`config.mk`:
```
export PLATFORM = sky130hd
export DESIGN_NAME = tsslot_cs_seq
export DESIGN_NICKNAME = d
export VERILOG_FILES = /design/src/rtl/tsslot_pkg.sv /design/src/rtl/tsslot_ctrl.sv /design/src/rtl/tsslot_datapath.sv /design/src/rtl/tsslot_cs_seq.sv
export SDC_FILE = /design/constraint.sdc
export NUM_CORES = 1
export LEC_CHECK = 0
export BUFFER_PORTS_ARGS = -buffer_cell sky130_fd_sc_hd__buf_2
export CORE_AREA = 2 2 39 41
export CTS_CLUSTER_DIAMETER = 150
export DETAILED_ROUTE_END_ITERATION = 8
export DIE_AREA = 0 0 41 43
export SYNTH_ARGS = -nofsm -noshare
export SYNTH_HDL_FRONTEND = slang
export SYNTH_SLANG_ARGS = --single-unit
```
`constraint.sdc`:
```
create_clock -name sclk -period 1.1 [get_ports sclk]
set_input_delay 0 -clock sclk [delete_from_list [all_inputs] [get_ports sclk]]
set_output_delay 0 -clock sclk [all_outputs]
set_load 0.02 [all_outputs]
```
`src/rtl/tsslot_pkg.sv`:
```
package tsslot_pkg;
  // Strobes from the control FSM to the datapath, one cycle wide each.
  typedef struct packed {
    logic load;     // open the first (ADC) window
    logic step;     // close current window, open the next one
    logic finish;   // close the last window and pulse the chain strobe
    logic collide;  // a slot strobe arrived while busy
  } seqStrobes_t;
endpackage

```
`src/rtl/tsslot_ctrl.sv`:
```
module tsslot_ctrl
  import tsslot_pkg::*;
(
  input  logic        sclk,
  input  logic        rstN,
  input  logic        slotStartIn,
  input  logic        lastBit,
  input  logic        lastSlot,
  output seqStrobes_t strobes
);
  typedef enum logic {ST_IDLE, ST_RUN} seqState_t;

  seqState_t state, stateNext;

  always_comb begin
    strobes   = '0;
    stateNext = state;
    case (state)
      ST_IDLE: begin
        if (slotStartIn) begin
          strobes.load = 1'b1;
          stateNext    = ST_RUN;
        end
      end
      ST_RUN: begin
        strobes.collide = slotStartIn;
        if (lastBit) begin
          if (lastSlot) begin
            strobes.finish = 1'b1;
            stateNext      = ST_IDLE;
          end else begin
            strobes.step = 1'b1;
          end
        end
      end
      default: stateNext = ST_IDLE;
    endcase
  end

  always_ff @(posedge sclk) begin
    if (!rstN) state <= ST_IDLE;
    else       state <= stateNext;
  end
endmodule

```
`src/rtl/tsslot_datapath.sv`:
```
module tsslot_datapath
  import tsslot_pkg::*;
#(
  parameter int WORD_BITS = 16,
  parameter int NUM_CONV  = 3
) (
  input  logic                sclk,
  input  logic                rstN,
  input  seqStrobes_t         strobes,
  output logic                lastBit,
  output logic                lastSlot,
  output logic [NUM_CONV-1:0] selN,
  output logic                slotStartOut,
  output logic                overlapErr
);
  localparam int BIT_W  = (WORD_BITS > 1) ? $clog2(WORD_BITS) : 1;
  localparam int SLOT_W = (NUM_CONV > 1) ? $clog2(NUM_CONV) : 1;

  logic [BIT_W-1:0]  bitCnt;
  logic [SLOT_W-1:0] slotIdx;
  logic [SLOT_W-1:0] slotNext;
  logic              windowOpen;

  assign windowOpen = ~&selN;
  assign lastBit    = (bitCnt == BIT_W'(WORD_BITS - 1));
  assign lastSlot   = (slotIdx == SLOT_W'(NUM_CONV - 1));
  assign slotNext   = slotIdx + 1'b1;

  // Bit and slot counters.
  always_ff @(posedge sclk) begin
    if (!rstN) begin
      bitCnt  <= '0;
      slotIdx <= '0;
    end else if (strobes.load || strobes.finish) begin
      bitCnt  <= '0;
      slotIdx <= '0;
    end else if (strobes.step) begin
      bitCnt  <= '0;
      slotIdx <= slotNext;
    end else if (windowOpen) begin
      bitCnt  <= bitCnt + 1'b1;
    end
  end

  // One registered select per converter; index 0 is the ADC.
  for (genvar i = 0; i < NUM_CONV; i++) begin : gSel
    always_ff @(posedge sclk) begin
      if (!rstN)               selN[i] <= 1'b1;
      else if (strobes.load)   selN[i] <= (i != 0);
      else if (strobes.step)   selN[i] <= (slotNext != SLOT_W'(i));
      else if (strobes.finish) selN[i] <= 1'b1;
    end
  end

  always_ff @(posedge sclk) begin
    if (!rstN) begin
      slotStartOut <= 1'b0;
      overlapErr   <= 1'b0;
    end else begin
      slotStartOut <= strobes.finish;
      overlapErr   <= overlapErr | strobes.collide;
    end
  end
endmodule

```
`src/rtl/tsslot_cs_seq.sv`:
```
module tsslot_cs_seq
  import tsslot_pkg::*;
#(
  parameter int WORD_BITS = 16,
  parameter int NUM_DAC   = 2
) (
  input  logic               sclk,
  input  logic               rstN,
  input  logic               slotStartIn,
  output logic               adcSelN,
  output logic [NUM_DAC-1:0] dacSelN,
  output logic               slotStartOut,
  output logic               overlapErr
);
  localparam int NUM_CONV = NUM_DAC + 1;

  seqStrobes_t         strobes;
  logic                lastBit;
  logic                lastSlot;
  logic [NUM_CONV-1:0] selN;

  tsslot_ctrl uCtrl (
    .sclk        (sclk),
    .rstN        (rstN),
    .slotStartIn (slotStartIn),
    .lastBit     (lastBit),
    .lastSlot    (lastSlot),
    .strobes     (strobes)
  );

  tsslot_datapath #(
    .WORD_BITS (WORD_BITS),
    .NUM_CONV  (NUM_CONV)
  ) uPath (
    .sclk         (sclk),
    .rstN         (rstN),
    .strobes      (strobes),
    .lastBit      (lastBit),
    .lastSlot     (lastSlot),
    .selN         (selN),
    .slotStartOut (slotStartOut),
    .overlapErr   (overlapErr)
  );

  assign adcSelN = selN[0];
  assign dacSelN = selN[NUM_CONV-1:1];
endmodule

```
After elaboration in Yosys (flattened, before gate mapping)
Cells that the tools add are included.
- register bits after elaboration: 12
- input port bits: 3
- output and inout port bits: 5
- word-level logic and storage cells: 38
- $add $sub $neg: 2
- equal/unequal tests: 4
- muxes and demuxes: 13
- bitwise operators: 3
- reductions and logical operators: 8
- operators with widths (cell ; count):
    two-way mux 1 bit ; 10
    adder 4 x 1 -> 4 bit, second input constant ; 1
    == test 4 bit, second input constant ; 1
    nonzero test 2 bit ; 2
    OR reduction 2 bit ; 2
    two-way mux 3 bit ; 1
    AND reduction 3 bit ; 1
    nonzero test 3 bit ; 1
    OR reduction 3 bit ; 1
    adder 2 x 1 -> 2 bit, second input constant ; 1
    == test 2 bit, second input constant ; 1
    two-way mux 2 bit ; 1
    != test 2 x 1 -> 1 bit, second input constant ; 1
    != test 2 bit, second input constant ; 1
    inverter 1 bit ; 2
    case mux 1 bit (2 select lines) ; 1
    logical OR 1 bit ; 1
    OR 1 bit ; 1

Longest topological paths before layout
- depth in word-level cells: 7
- depth in mapped cells: 4
- mapped depth without buffers: 4

Hierarchy
Synthesis repeated with hierarchy kept, for this count alone.
- cell total of the unflattened synthesis: 60
- area total of the unflattened synthesis: 563.0 um2
- modules (own cells, without submodules) (module ; instances ; cells each ; area an instance (um2) ; seq. area each (um2)):
    tsslot_datapath ; 1 ; 52 ; 496.7 ; 220.2
    tsslot_ctrl ; 1 ; 8 ; 66.3 ; 20.0

Worst setup path after synthesis
Ideal clock, no wire load.
- path kind: reg-to-reg
- start: register uPath.selN[2]
- end: register uPath.bitCnt[3]
- setup time: 0.070 ns
- data arrival time: 1.139 ns
- data required time: 1.030 ns
- slack: -0.109 ns
- stages on the path, launching flop included: 5
- buffers on the path: 1
- clock period less this slack: 1.209 ns
- path through: dfxtp_1 and3_1 buf_6 or3_1 a21oi_1
- word-level cells in the longest chain between the ends: 1
- RTL lines (what ; RTL line ; source):
    start, declared ; tsslot_datapath.sv:12 ; output logic [NUM_CONV-1:0] selN,
    start signal, assigned by index ; tsslot_datapath.sv:49 ; else if (strobes.load) selN[i] <= (i != 0);
    start signal, assigned by index ; tsslot_datapath.sv:50 ; else if (strobes.step) selN[i] <= (slotNext != SLOT_W'(i));
    AND reduction 3 bit ; tsslot_datapath.sv:24 ; assign windowOpen = ~&selN;
    end signal, assigned ; tsslot_datapath.sv:41 ; bitCnt <= bitCnt + 1'b1;
    end, declared ; tsslot_datapath.sv:19 ; logic [BIT_W-1:0] bitCnt;
Every way passes these cells.
A chain may end at the register's enable or synchronous reset.

Worst setup path in the final report
- start: register uPath.bitCnt[1]
- end: register uPath.slotIdx[0]
- word-level cells in the longest chain between the ends: 5
- RTL lines (what ; RTL line ; source):
    == test 4 bit (*) ; tsslot_datapath.sv:25 ; assign lastBit = (bitCnt == BIT_W'(WORD_BITS - 1));
    two-way mux 2 bit (*) ; tsslot_ctrl.sv:27 ; if (lastBit) begin
    two-way mux 3 bit (*) ; tsslot_ctrl.sv:18 ; case (state)
    logical OR 1 bit ; tsslot_datapath.sv:34 ; end else if (strobes.load || strobes.finish) begin
    OR reduction 2 bit (no source line) ; -- ;
    end signal, assigned ; tsslot_datapath.sv:39 ; slotIdx <= slotNext;
    end, declared ; tsslot_datapath.sv:20 ; logic [SLOT_W-1:0] slotIdx;
Every way passes the cells marked *; elsewhere a longest branch is shown, timed or not.

==> results.txt <==
----------------------------------------------------
[STA]
  Maximum clock frequency ... 866.9 MHz
  Crit path time final ... 1154 ps
  Unrepaired setup endpoints after global routing ... true
  Worst-margin pin slew ... 207.9 ps
  Final-report hold violation count ... 0
  Worst-case clock skew ... 0.9049 ps
  Crit share post-route ... 104.9%
  Number of max-slew violations in the final report ... 0
  Smallest setup slack after layout ... -53.56 ps
  Number of setup violations in the final report ... 2
  Normalized max-slew margin ... 85.99%

[Setup path]
  Worst path bufs/invs ... 0
  CP max FO ... 6
  Data required time of the worst path ... 1310 ps
  Cell chain of the critical path ... ha_4, nand4_4, or3_4, a21oi_2
  Top delay family on crit path ... simple AND/OR/NAND/NOR gates
  Launching element type of the critical path ... register
  Critical Path Stages ... 4
  Signal arrival time at the worst endpoint ... 1370 ps
  Depth of the most critical reg-to-reg path ... 4
  Biggest cell delay along the critical path ... 360 ps
  Critical path class ... reg2reg
  Critical Path Sink Type ... register
  Critical-path cell with the highest stage delay ... dfxtp_2

[Clock network]
  Clock tree from TritonCTS ... yes
  Sink count of the clock tree ... 12
  Library cell used as clock root buffer ... clkbuf_4
  Clock transition at the register clock pins on the worst setup and hold paths after CTS ... 80 ps
  Number of clock buffers inserted by TritonCTS ... 3
  Later-pin clock latency in the skew report ... 270 ps
  Htree depth ... 1
  CTS max path bufs ... 2

[Detailed routing]
  Total via count in the routed design ... 473
  Detail-routed via count per cell ... 5.032
  Routed length per instance ... 11.89 um
  Overall routed net length ... 1118 um
  Number of antenna-violating nets in the routed design ... 0
  1st-pass router iterations ... 2
  Initial DRC Count ... 2
  DRC viols ... 0

[Synth]
  Prevailing post-synth register cell ... dfxtp_1
  Synth Area per Inst ... 9.175 um^2
  Share of Yosys cell area claimed by the top area cell type ... 43.64%
  Synthesized instance count ... 60
  Top cells by area, synth ... dfxtp_1, ha_1, a21oi_1
  Asr flop ratio synth ... 0%
  Leading area contributor after synthesis ... dfxtp_1
  List of most frequent post-synthesis cells ... dfxtp_1, a21oi_1, ha_1
  Yosys reg bits ... 12
  Syn. warnings ... 0
  Number of synthesized flops with an enable pin ... 0
  Synthesized netlist net count ... 68
  Number of unique standard cell types used by synthesis ... 21
  Most repeated cell in the gate-level netlist after synthesis ... dfxtp_1
  Synth Cell Area ... 550.5 um^2
  Share of the yosys chip area belonging to registers ... 43.64%

[Layout]
  Number of antenna repair diodes ... 0
  Final core utilization ... 55.43%
  Layout overhead on the synthesized area ... 39.32%
  Final standard cell count with taps included and fillers excluded ... 94
  Share of cells above drive strength 1 ... 47.44%
  Final net count ... 87

[Die]
  Die Span X ... 41 um
  Area of the placeable core ... 1384 um^2
  Overall die area ... 1763 um^2
  Boundary pin count ... 8
  Vertical die dimension ... 43 um
  Row cnt ... 14
  Initial cell density of the core ... 39.78%

[Placement]
  Number of instances in the placed design ... 87
  Buffers on Ports ... 7
  HPWL after DPL ... 760 um
  GPL Wtd Cong ... 0.7419

[Power and ir drop]
  Switching Fraction ... 23.00%
  Portion of total power attributed to the clock network ... 39.9%
  Peak supply drop ... 0.7101 mV
  Sequential Power Share ... 50.8%
  Power share of the combinational group ... 9.3%
  Switching component of the power ... 0.2053 mW
  Leakage power ... 0.3171 nW
  Internal portion of total power ... 0.6871 mW
  P per Cell Area ... 1163 nW/um^2

[Global routing]
  Gr usage total ... 15.09%
  Number of antenna violations at the first check in global routing ... 0
  Gr ovfl total ... 0
  Largest net degree at the start of global routing ... 8
  Via count of the first global-routing pass ... 420
  Global-route wire length before repair ... 1794 um

[Worst hold path]
  Worst min-delay path category ... in2reg
  Cell count of the worst hold path ... 3

[Outcome]
  Result of the run ... complete, but fails checks
  Violations in the final reports ... setup timing

[Run]
  Max-cap violations ... 0

----------------------------------------------------
registers in the layout, summed over array words and instances, names as in the netlist:
register / cells
uCtrl.state: 1
uPath.slotStartOut: 1
uPath.bitCnt: 4
uPath.overlapErr: 1
uPath.slotIdx: 2
uPath.selN: 3
metrics by stage:
step | instance area (um^2) | TNS, ps | total power [mW] | hold slack, ps | worst slack (ps)
finish | 767.0 | -58.78 | 0.8923 | 21.69 | -53.56
global route | 767.0 | -410.9 | 0.9309 | 28.53 | -112.0
CTS | 732.0 | -60.34 | 0.8880 | 19.21 | -60.34
detailed placement | 680.7 | -41.65 | 0.5319 | 242.8 | -41.65
global placement | 680.7 | -44.11 | 0.5319 | 236.3 | -37.71
floorplan | 599.3 | -14.59 | 0.5103 | 71.76 | -7.294
area by class of cell:
class	count	area [um^2]
Clock buffer	4	36.28
Fill cell	138	616.8
Inverter	4	15.01
Multi-Input combinational cell	43	346.6
Sequential cell	12	251.5
Tap cell	16	20.02
Timing Repair Buffer	15	97.59
repair_timing:
item	CTS	global route
endpoints found under the setup margin	2	8
hold buffers	1	0
gates resized for setup	1	6
setup buffers	0	2
endpoints found under the hold margin	1	0
pin swaps	0	6
placed cells by master (no fill, tap or decap), drive strengths merged:
cell type / n
dlygate4sd3: 1
mux2i: 1
nand3: 4
nand4: 1
nand2: 3
nor3b: 2
buf: 14
or3: 3
o21ai: 6
clkbuf: 4
nor2: 4
inv: 4
dfxtp: 12
nor2b: 1
and3: 2
and4: 1
xor2: 1
ha: 5
nand2b: 1
nand3b: 1
a21oi: 6
and2: 1
path summary, 6_finish.rpt:
| kind | from | to | slack [ps] |
|---|---|---|---|
| max | uPath.bitCnt[1]$_SDFFE_PP0N_ | uPath.slotIdx[0]$_SDFFE_PP0P_ | -50 |
| min | slotStartIn | uPath.overlapErr$_SDFF_PN0_ | 20 |
| max reg2reg | uPath.bitCnt[1]$_SDFFE_PP0N_ | uPath.slotIdx[0]$_SDFFE_PP0P_ | -50 |
| min reg2reg | uPath.selN[0]$_SDFFE_PN1P_ | uPath.selN[0]$_SDFFE_PN1P_ | 500 |
power groups by stage:
stage	Clock [mW]	Sequential, mW	Combinational (mW)
detailed placement	0	0.463	0.0685
floorplan	0	0.471	0.0396
finish	0.356	0.453	0.0827
global placement	0	0.464	0.0683
global route	0.384	0.455	0.0914
CTS	0.361	0.453	0.0733
worst reg2reg max path, stage by stage (launching register included):
cell and delay (ps):
dfxtp_2 360, ha_4 150, nand4_4 100, or3_4 360, a21oi_2 110
per-layer routing:
metal / global-route usage (%) / up-vias / routed length [um] / part of all wire, %
met3: 3.141 / 4 / 35 / 3.1
met4: 10.00 / 0 / 25 / 2.2
met2: 21.25 / 9 / 535 / 48
met5: 0 / - / 0 / 0
li1: - / 246 / - / -
met1: 19.74 / 214 / 521 / 47
logic make-up (layout without fill, tap and decap cells):
kind of cell,Yosys count,in the layout,synth area share [%]
AOI/OAI and AO/OA,12,12,10.91
xor gates and xnor gates,1,1,1.591
adders and majority gates,5,5,11.36
buffers and inverters,5,23,4.772
DFF,12,12,43.64
muxes,1,1,1.818
and+or+nand+nor,24,24,25.91
No activity file was read; power rests on OpenSTA's default activity.
